$ cat src/rtl/pwm_aq_pkg.sv
package pwm_aq_pkg;

  typedef enum logic [1:0] {
    ACT_NONE = 2'd0,
    ACT_LOW  = 2'd1,
    ACT_HIGH = 2'd2,
    ACT_TOG  = 2'd3
  } aq_act_e;

  typedef enum logic [1:0] {
    LD_ZERO = 2'd0,
    LD_PRD  = 2'd1,
    LD_BOTH = 2'd2,
    LD_HOLD = 2'd3
  } ld_sel_e;

  typedef struct packed {
    aq_act_e on_cb;
    aq_act_e on_ca;
    aq_act_e on_zro;
  } act_cfg_t;

  localparam int unsigned NCH = 2;

  localparam logic [2:0] ADDR_CMP_A = 3'd0;
  localparam logic [2:0] ADDR_CMP_B = 3'd1;
  localparam logic [2:0] ADDR_CTRL  = 3'd2;
  localparam logic [2:0] ADDR_ACT_A = 3'd3;
  localparam logic [2:0] ADDR_ACT_B = 3'd4;
  localparam logic [2:0] ADDR_FRC   = 3'd5;

  localparam logic [1:0] FRC_LOW  = 2'd1;
  localparam logic [1:0] FRC_HIGH = 2'd2;

endpackage

$ cat src/rtl/aq_cfg_regs.sv
module aq_cfg_regs
  import pwm_aq_pkg::*;
#(
  parameter int CW = 16,
  parameter int AW = 3
) (
  input  logic                          clk,
  input  logic                          rst,
  input  logic                          wr_en,
  input  logic [AW-1:0]                 wr_addr,
  input  logic [CW-1:0]                 wr_data,
  output logic [NCH-1:0]                cmp_wr,
  output logic [NCH-1:0]                shadow_en,
  output ld_sel_e [NCH-1:0]             ld_sel,
  output act_cfg_t [NCH-1:0]            act_cfg,
  output logic [NCH-1:0][1:0]           frc_code
);

  localparam int ACT_W = $bits(act_cfg_t);

  logic [5:0]           ctrl_q;
  act_cfg_t [NCH-1:0]   act_q;
  logic [2*NCH-1:0]     frc_q;

  // Compare data travels straight through; only the strobe is decoded here.
  always_comb begin
    cmp_wr[0] = wr_en && (wr_addr == AW'(ADDR_CMP_A));
    cmp_wr[1] = wr_en && (wr_addr == AW'(ADDR_CMP_B));
  end

  always_ff @(posedge clk) begin
    if (rst) begin
      ctrl_q <= '0;
      act_q  <= '0;
      frc_q  <= '0;
    end else if (wr_en) begin
      case (wr_addr)
        AW'(ADDR_CTRL):  ctrl_q   <= wr_data[5:0];
        AW'(ADDR_ACT_A): act_q[0] <= act_cfg_t'(wr_data[ACT_W-1:0]);
        AW'(ADDR_ACT_B): act_q[1] <= act_cfg_t'(wr_data[ACT_W-1:0]);
        AW'(ADDR_FRC):   frc_q    <= wr_data[2*NCH-1:0];
        default: ;
      endcase
    end
  end

  genvar g;
  generate
    for (g = 0; g < NCH; g++) begin : g_fan
      assign shadow_en[g] = ctrl_q[g];
      assign ld_sel[g]    = ld_sel_e'(ctrl_q[2+2*g +: 2]);
      assign act_cfg[g]   = act_q[g];
      assign frc_code[g]  = frc_q[2*g +: 2];
    end
  endgenerate

endmodule

$ cat src/rtl/aq_cmp_unit.sv
module aq_cmp_unit
  import pwm_aq_pkg::*;
#(
  parameter int CW = 16
) (
  input  logic          clk,
  input  logic          rst,
  input  logic          wr,
  input  logic [CW-1:0] wdata,
  input  logic          shadow_en,
  input  ld_sel_e       ld_sel,
  input  logic [CW-1:0] cnt_val,
  input  logic          cnt_zero,
  input  logic          cnt_prd,
  input  logic          cnt_adv,
  input  logic          cnt_up,
  output logic [CW-1:0] act_val,
  output logic          hit
);

  logic [CW-1:0] shd_q;
  logic          load_now;

  always_comb begin
    unique case (ld_sel)
      LD_ZERO: load_now = cnt_zero;
      LD_PRD:  load_now = cnt_prd;
      LD_BOTH: load_now = cnt_zero | cnt_prd;
      default: load_now = 1'b0;
    endcase
  end

  // A direct write updates the shadow copy too, so a later switch to
  // shadow mode never loads a stale value.
  always_ff @(posedge clk) begin
    if (rst) begin
      shd_q   <= '0;
      act_val <= '0;
    end else begin
      if (wr) shd_q <= wdata;
      if (wr && !shadow_en)
        act_val <= wdata;
      else if (shadow_en && load_now)
        act_val <= shd_q;
    end
  end

  assign hit = cnt_adv && cnt_up && (cnt_val == act_val);

endmodule

$ cat src/rtl/aq_out_chan.sv
module aq_out_chan
  import pwm_aq_pkg::*;
(
  input  logic      clk,
  input  logic      rst,
  input  logic      ev_zro,
  input  logic      ev_ca,
  input  logic      ev_cb,
  input  act_cfg_t  cfg,
  input  logic [1:0] frc,
  output logic      q
);

  aq_act_e sel_act;
  logic    nxt;

  // Highest-priority event carrying a real action decides the tick.
  always_comb begin
    if (ev_cb && cfg.on_cb != ACT_NONE)       sel_act = cfg.on_cb;
    else if (ev_ca && cfg.on_ca != ACT_NONE)  sel_act = cfg.on_ca;
    else if (ev_zro)                          sel_act = cfg.on_zro;
    else                                      sel_act = ACT_NONE;
  end

  always_comb begin
    unique case (sel_act)
      ACT_LOW:  nxt = 1'b0;
      ACT_HIGH: nxt = 1'b1;
      ACT_TOG:  nxt = ~q;
      default:  nxt = q;
    endcase
  end

  always_ff @(posedge clk) begin
    if (rst)                  q <= 1'b0;
    else if (frc == FRC_LOW)  q <= 1'b0;
    else if (frc == FRC_HIGH) q <= 1'b1;
    else                      q <= nxt;
  end

endmodule

$ cat src/rtl/pwm_aq_stage.sv
module pwm_aq_stage
  import pwm_aq_pkg::*;
#(
  parameter int CW = 16,
  parameter int AW = 3
) (
  input  logic          clk,
  input  logic          rst,
  input  logic [CW-1:0] cnt_val,
  input  logic          cnt_zero,
  input  logic          cnt_prd,
  input  logic          cnt_adv,
  input  logic          cnt_up,
  input  logic          wr_en,
  input  logic [AW-1:0] wr_addr,
  input  logic [CW-1:0] wr_data,
  output logic          pwm_a,
  output logic          pwm_b
);

  logic [NCH-1:0]           cmp_wr;
  logic [NCH-1:0]           shadow_en;
  ld_sel_e [NCH-1:0]        ld_sel;
  act_cfg_t [NCH-1:0]       act_cfg;
  logic [NCH-1:0][1:0]      frc_code;
  logic [NCH-1:0][CW-1:0]   cmp_act;
  logic [NCH-1:0]           hit;
  logic [NCH-1:0]           outs;

  aq_cfg_regs #(.CW(CW), .AW(AW)) u_cfg (
    .clk       (clk),
    .rst       (rst),
    .wr_en     (wr_en),
    .wr_addr   (wr_addr),
    .wr_data   (wr_data),
    .cmp_wr    (cmp_wr),
    .shadow_en (shadow_en),
    .ld_sel    (ld_sel),
    .act_cfg   (act_cfg),
    .frc_code  (frc_code)
  );

  genvar g;
  generate
    for (g = 0; g < NCH; g++) begin : g_cmp
      aq_cmp_unit #(.CW(CW)) u_cmp (
        .clk       (clk),
        .rst       (rst),
        .wr        (cmp_wr[g]),
        .wdata     (wr_data),
        .shadow_en (shadow_en[g]),
        .ld_sel    (ld_sel[g]),
        .cnt_val   (cnt_val),
        .cnt_zero  (cnt_zero),
        .cnt_prd   (cnt_prd),
        .cnt_adv   (cnt_adv),
        .cnt_up    (cnt_up),
        .act_val   (cmp_act[g]),
        .hit       (hit[g])
      );
    end

    for (g = 0; g < NCH; g++) begin : g_out
      aq_out_chan u_out (
        .clk    (clk),
        .rst    (rst),
        .ev_zro (cnt_zero),
        .ev_ca  (hit[0]),
        .ev_cb  (hit[1]),
        .cfg    (act_cfg[g]),
        .frc    (frc_code[g]),
        .q      (outs[g])
      );
    end
  endgenerate

  assign pwm_a = outs[0];
  assign pwm_b = outs[1];

endmodule

$ cat config.mk
export PLATFORM = sky130hd
export DESIGN_NAME = pwm_aq_stage
export DESIGN_NICKNAME = d
export VERILOG_FILES = /design/src/rtl/pwm_aq_pkg.sv /design/src/rtl/aq_cfg_regs.sv /design/src/rtl/aq_cmp_unit.sv /design/src/rtl/aq_out_chan.sv /design/src/rtl/pwm_aq_stage.sv
export SDC_FILE = /design/constraint.sdc
export NUM_CORES = 1
export LEC_CHECK = 0
export ABC_AREA = 1
export BUFFER_PORTS_ARGS = -buffer_cell sky130_fd_sc_hd__buf_2
export CORE_MARGIN = 2
export CORE_UTILIZATION = 35
export CTS_BUF_LIST = sky130_fd_sc_hd__clkbuf_8
export DETAILED_ROUTE_END_ITERATION = 12
export PLACE_DENSITY_LB_ADDON = 0.2
export SLEW_MARGIN = 20
export SYNTH_ARGS = -nofsm -noshare
export SYNTH_HDL_FRONTEND = slang
export SYNTH_SLANG_ARGS = --single-unit
$ cat constraint.sdc
create_clock -name clk -period 1.3 [get_ports clk]
set_input_delay 0.195 -clock clk [delete_from_list [all_inputs] [get_ports clk]]
set_output_delay 0.195 -clock clk [all_outputs]
set_load 0.1 [all_outputs]
==> metrics <==
status finished, violations left; violated checks setup timing; DRT iter0 DRCs 279; metal2 WL between 5 and 6 mm; Routed WL 12.38 mm; Final WS setup -0.06487 ns; WL met3 slightly above 600 µm; Fmax ~0.73 GHz; P&R area growth vs syn 28.44%; RD Place Congestion between 0.9 and 1; # setup viols final 15; residual DRC count 0; number of global-route vias before repair 3854; CP required approximately 1.6 ns; # diodes 0; cell area after synthesis 0.004131 mm²; Reg clk slew, reported paths 0.09 ns; Crit Path Class reg2reg; Die Y-Extent between 100 and 150 µm; DIE WIDTH 112.6 µm; Pre-Repair DR Iteration Count 6; aggregate global routing overflow 0; Worst-Skew Late Latency 0.36 ns; cell family with most CP delay simple AND/OR/NAND/NOR gates; Worst path most repeated cell nand2_1; switching part of the total approximately 26%; worst-margin pin slew between 0.3 and 0.4 ns; Seq/Total Area, Yosys 42.64%; Clk pwr share 38.0%; Worst setup SP type flop; worst min path class in2reg; pre-CTS setup slack -0.2020 ns; VDD IR-drop max between 0.4 and 0.5 mV; Die Area 0.01269 mm²; CP Capture Type flop; synthesized netlist cell count just under 600; Buf/Inv on CP 1; simple-gate area share of the yosys netlist a little over a fifth; core area 0.01147 mm²; row count 39; Total GRT Usage 19.39%; CTS Buffer Depth 2; maxcap violations 0; Avg WL per Cell 15.21 µm; mux cell area share after synthesis 0%; antenna violations before repair 0; Pint 4.412 mW; share of layout cells above drive strength 1 a little over a quarter; critical-path cell list inv_2 -> nand2_2 -> nand2_1 -> nor2_1 -> nand2_1 -> nor2_4 -> nand4_1 -> nand2_1 -> nand3_1 -> nand2_1 -> a21oi_2; sequential power share 48.4%; filler instances 1142; first-pass GRT wire length about 19 mm; clock buffer count from CTS 9; vias per cell 5.029; Worst EP arrival 1.62 ns; CP max-delay cell dfxtp_4; Final Critical Period 1.365 ns; Final Hold Vio Count 0; RSZ-0062 raised after global routing true; Compound-Gate Fraction of Synth Area 24.02%; Synth Area in Adders 0%; Comb power frac 13.6%; pin count of the biggest net entering global routing 43; I/O pin count 44; post-synth net total between 600 and 700; crit share post-route 105.0%; clock sink count 88; met1 WL 5.859 mm; leakage power 2.182 nW; Routed Antenna Nets 0; Root Driver clkbuf_8; number of library cell types mapped by synthesis 30; Final Util 46.27%; Switch Pwr 1.548 mW; DR vias just over 4000; slew margin rel. 73.98%; Crit path largest cell delay roughly 0.38 ns; main combinational cell family by area after synthesis compound AO/OA/AOI/OAI gates; Avg Inst Size Synth 6.955 µm²; Slew Limit Fails 0; Setup Skew 0.008308 ns; TritonCTS clock tree built; H-tree Lvls 3; YS warnings 0; Top Layer Used met4; XOR/XNOR share of the synthesized area 1.696%; port bufs 43; Starting Density 36.03%; DP HPWL 9.026 mm; pwr dens 1123 mW/mm²; Crit Path Max Fanout 4; FF+latch count, synth 88; nets 708; Hold-fix buffers, CTS 0
==> stage by stage <==
stage          setup TNS (ns)  power [mW]  instance area [µm²]  std cells  hold WS, ns
2_1_floorplan               0       3.339                 4139        594       0.3297
3_3_place_gp           -1.254       3.637                 4723        791       0.4416
3_5_place_dp           -1.909       3.647                 4723        791       0.4464
4_1_cts              -0.01811       5.916                 5030        807      0.09327
5_1_grt                -2.195       6.212                 5306        814       0.1135
6_report              -0.3963       5.959                 5306        814       0.1097
==> metal layers <==
layer	track usage, %	up-vias
li1	-	2111
met5	0	-
met1	27.19	1881
met4	7.317	0
met2	30.10	91
met3	3.024	11
==> worst register-to-register path, cell delays in order, from the launching register on <==
cell and delay [ns]:
dfxtp_4 0.38, inv_2 0.04, nand2_2 0.04, nand2_1 0.05, nor2_1 0.11, nand2_1 0.10, nor2_4 0.18, nand4_1 0.11
nand2_1 0.07, nand3_1 0.07, nand2_1 0.08, a21oi_2 0.05
==> flip-flops by register name, indices dropped and copies added, names as in the netlist <==
name	count
u_cfg.ctrl_q	6
g_cmp.u_cmp.act_val	32
g_out.u_out.q	2
u_cfg.frc_code	4
g_cmp.u_cmp.shd_q	32
u_cfg.act_cfg	12
==> final timing paths <==
path / cells after the start / from / slack (ns) / endpoint
min reg2reg: 2 / u_cfg.act_cfg[0] / 0.46 / u_cfg.act_cfg[0]
max: 11 / g_cmp[0].u_cmp.act_val[11] / -0.06 / g_out[0].u_out.q
max reg2reg: 11 / g_cmp[0].u_cmp.act_val[11] / -0.06 / g_out[0].u_out.q
min: 3 / wr_data[10] / 0.11 / g_cmp[0].u_cmp.shd_q[10]
==> cell usage in the layout (no fill, tap or decap), types with 15 or more instances in the layout <==
| cell type | netlist | routed |
|---|---|---|
| buf_2 | 7 | 41 |
| dfxtp_1 | 88 | 68 |
| dfxtp_2 | 0 | 15 |
| nor2_1 | 29 | 23 |
| o21ai_0 | 70 | 66 |
| nand2_1 | 144 | 141 |
| a21oi_1 | 65 | 57 |
| inv_1 | 64 | 60 |
| o21ai_2 | 0 | 15 |
| a31oi_1 | 27 | 26 |
| buf_4 | 0 | 31 |
==> cells in the mapped netlist, drive strengths merged <==
| cell type | number | share of area [%] |
|---|---|---|
| a21boi | 1 | 0.18 |
| a21oi | 65 | 7.9 |
| a31o | 2 | 0.42 |
| a31oi | 27 | 4.1 |
| and2 | 1 | 0.15 |
| buf | 11 | 1.6 |
| clkbuf | 14 | 1.3 |
| clkinv | 1 | 0.21 |
| dfxtp | 88 | 43 |
| inv | 72 | 6.6 |
| nand2 | 146 | 13 |
| nand3 | 8 | 0.97 |
| nand3b | 3 | 0.55 |
| nand4 | 10 | 1.5 |
| nor2 | 35 | 4.1 |
| nor3 | 4 | 0.48 |
| nor3b | 1 | 0.18 |
| o21ai | 91 | 11 |
| o221ai | 2 | 0.42 |
| or2 | 4 | 0.61 |
| xnor2 | 3 | 0.64 |
| xor2 | 5 | 1.1 |
==> kinds of logic (layout without fill, tap and decap cells) <==
| family | Yosys count | in the layout |
|---|---|---|
| simple gates | 212 | 212 |
| compound gates | 188 | 188 |
| flops | 88 | 88 |
| buf+inv | 98 | 175 |
| xor+xnor | 8 | 8 |
==> power groups by stage <==
| stage | logic (mW) | clock network [mW] | registers (mW) |
|---|---|---|---|
| after floorplan | 0.403 | 0 | 2.94 |
| after global placement | 0.701 | 0 | 2.94 |
| after detailed placement | 0.709 | 0 | 2.94 |
| after CTS | 0.727 | 2.31 | 2.88 |
| after global routing | 0.899 | 2.41 | 2.90 |
| final | 0.812 | 2.26 | 2.88 |
==> repair_timing <==
| item | in CTS | in global routing |
|---|---|---|
| setup buffers | 0 | 7 |
| gates resized for setup | 29 | 56 |
| hold endpoints to repair | 0 | 0 |
| setup endpoints to repair | 21 | 32 |
| cloned | 0 | 2 |
| pin swaps | 2 | 16 |
==> final cells by class <==
class	instances	area, µm²	share of cell area (%)
multi-input combinational	408	2126	40.06
sequential	88	1799	33.91
timing repair buffer	86	670.6	12.64
inverter	73	289.0	5.447
tap	143	178.9	3.372
clock buffer	9	123.9	2.334
clock inverter	7	118.9	2.240
Note: power is estimated with default switching activity, not from simulation.
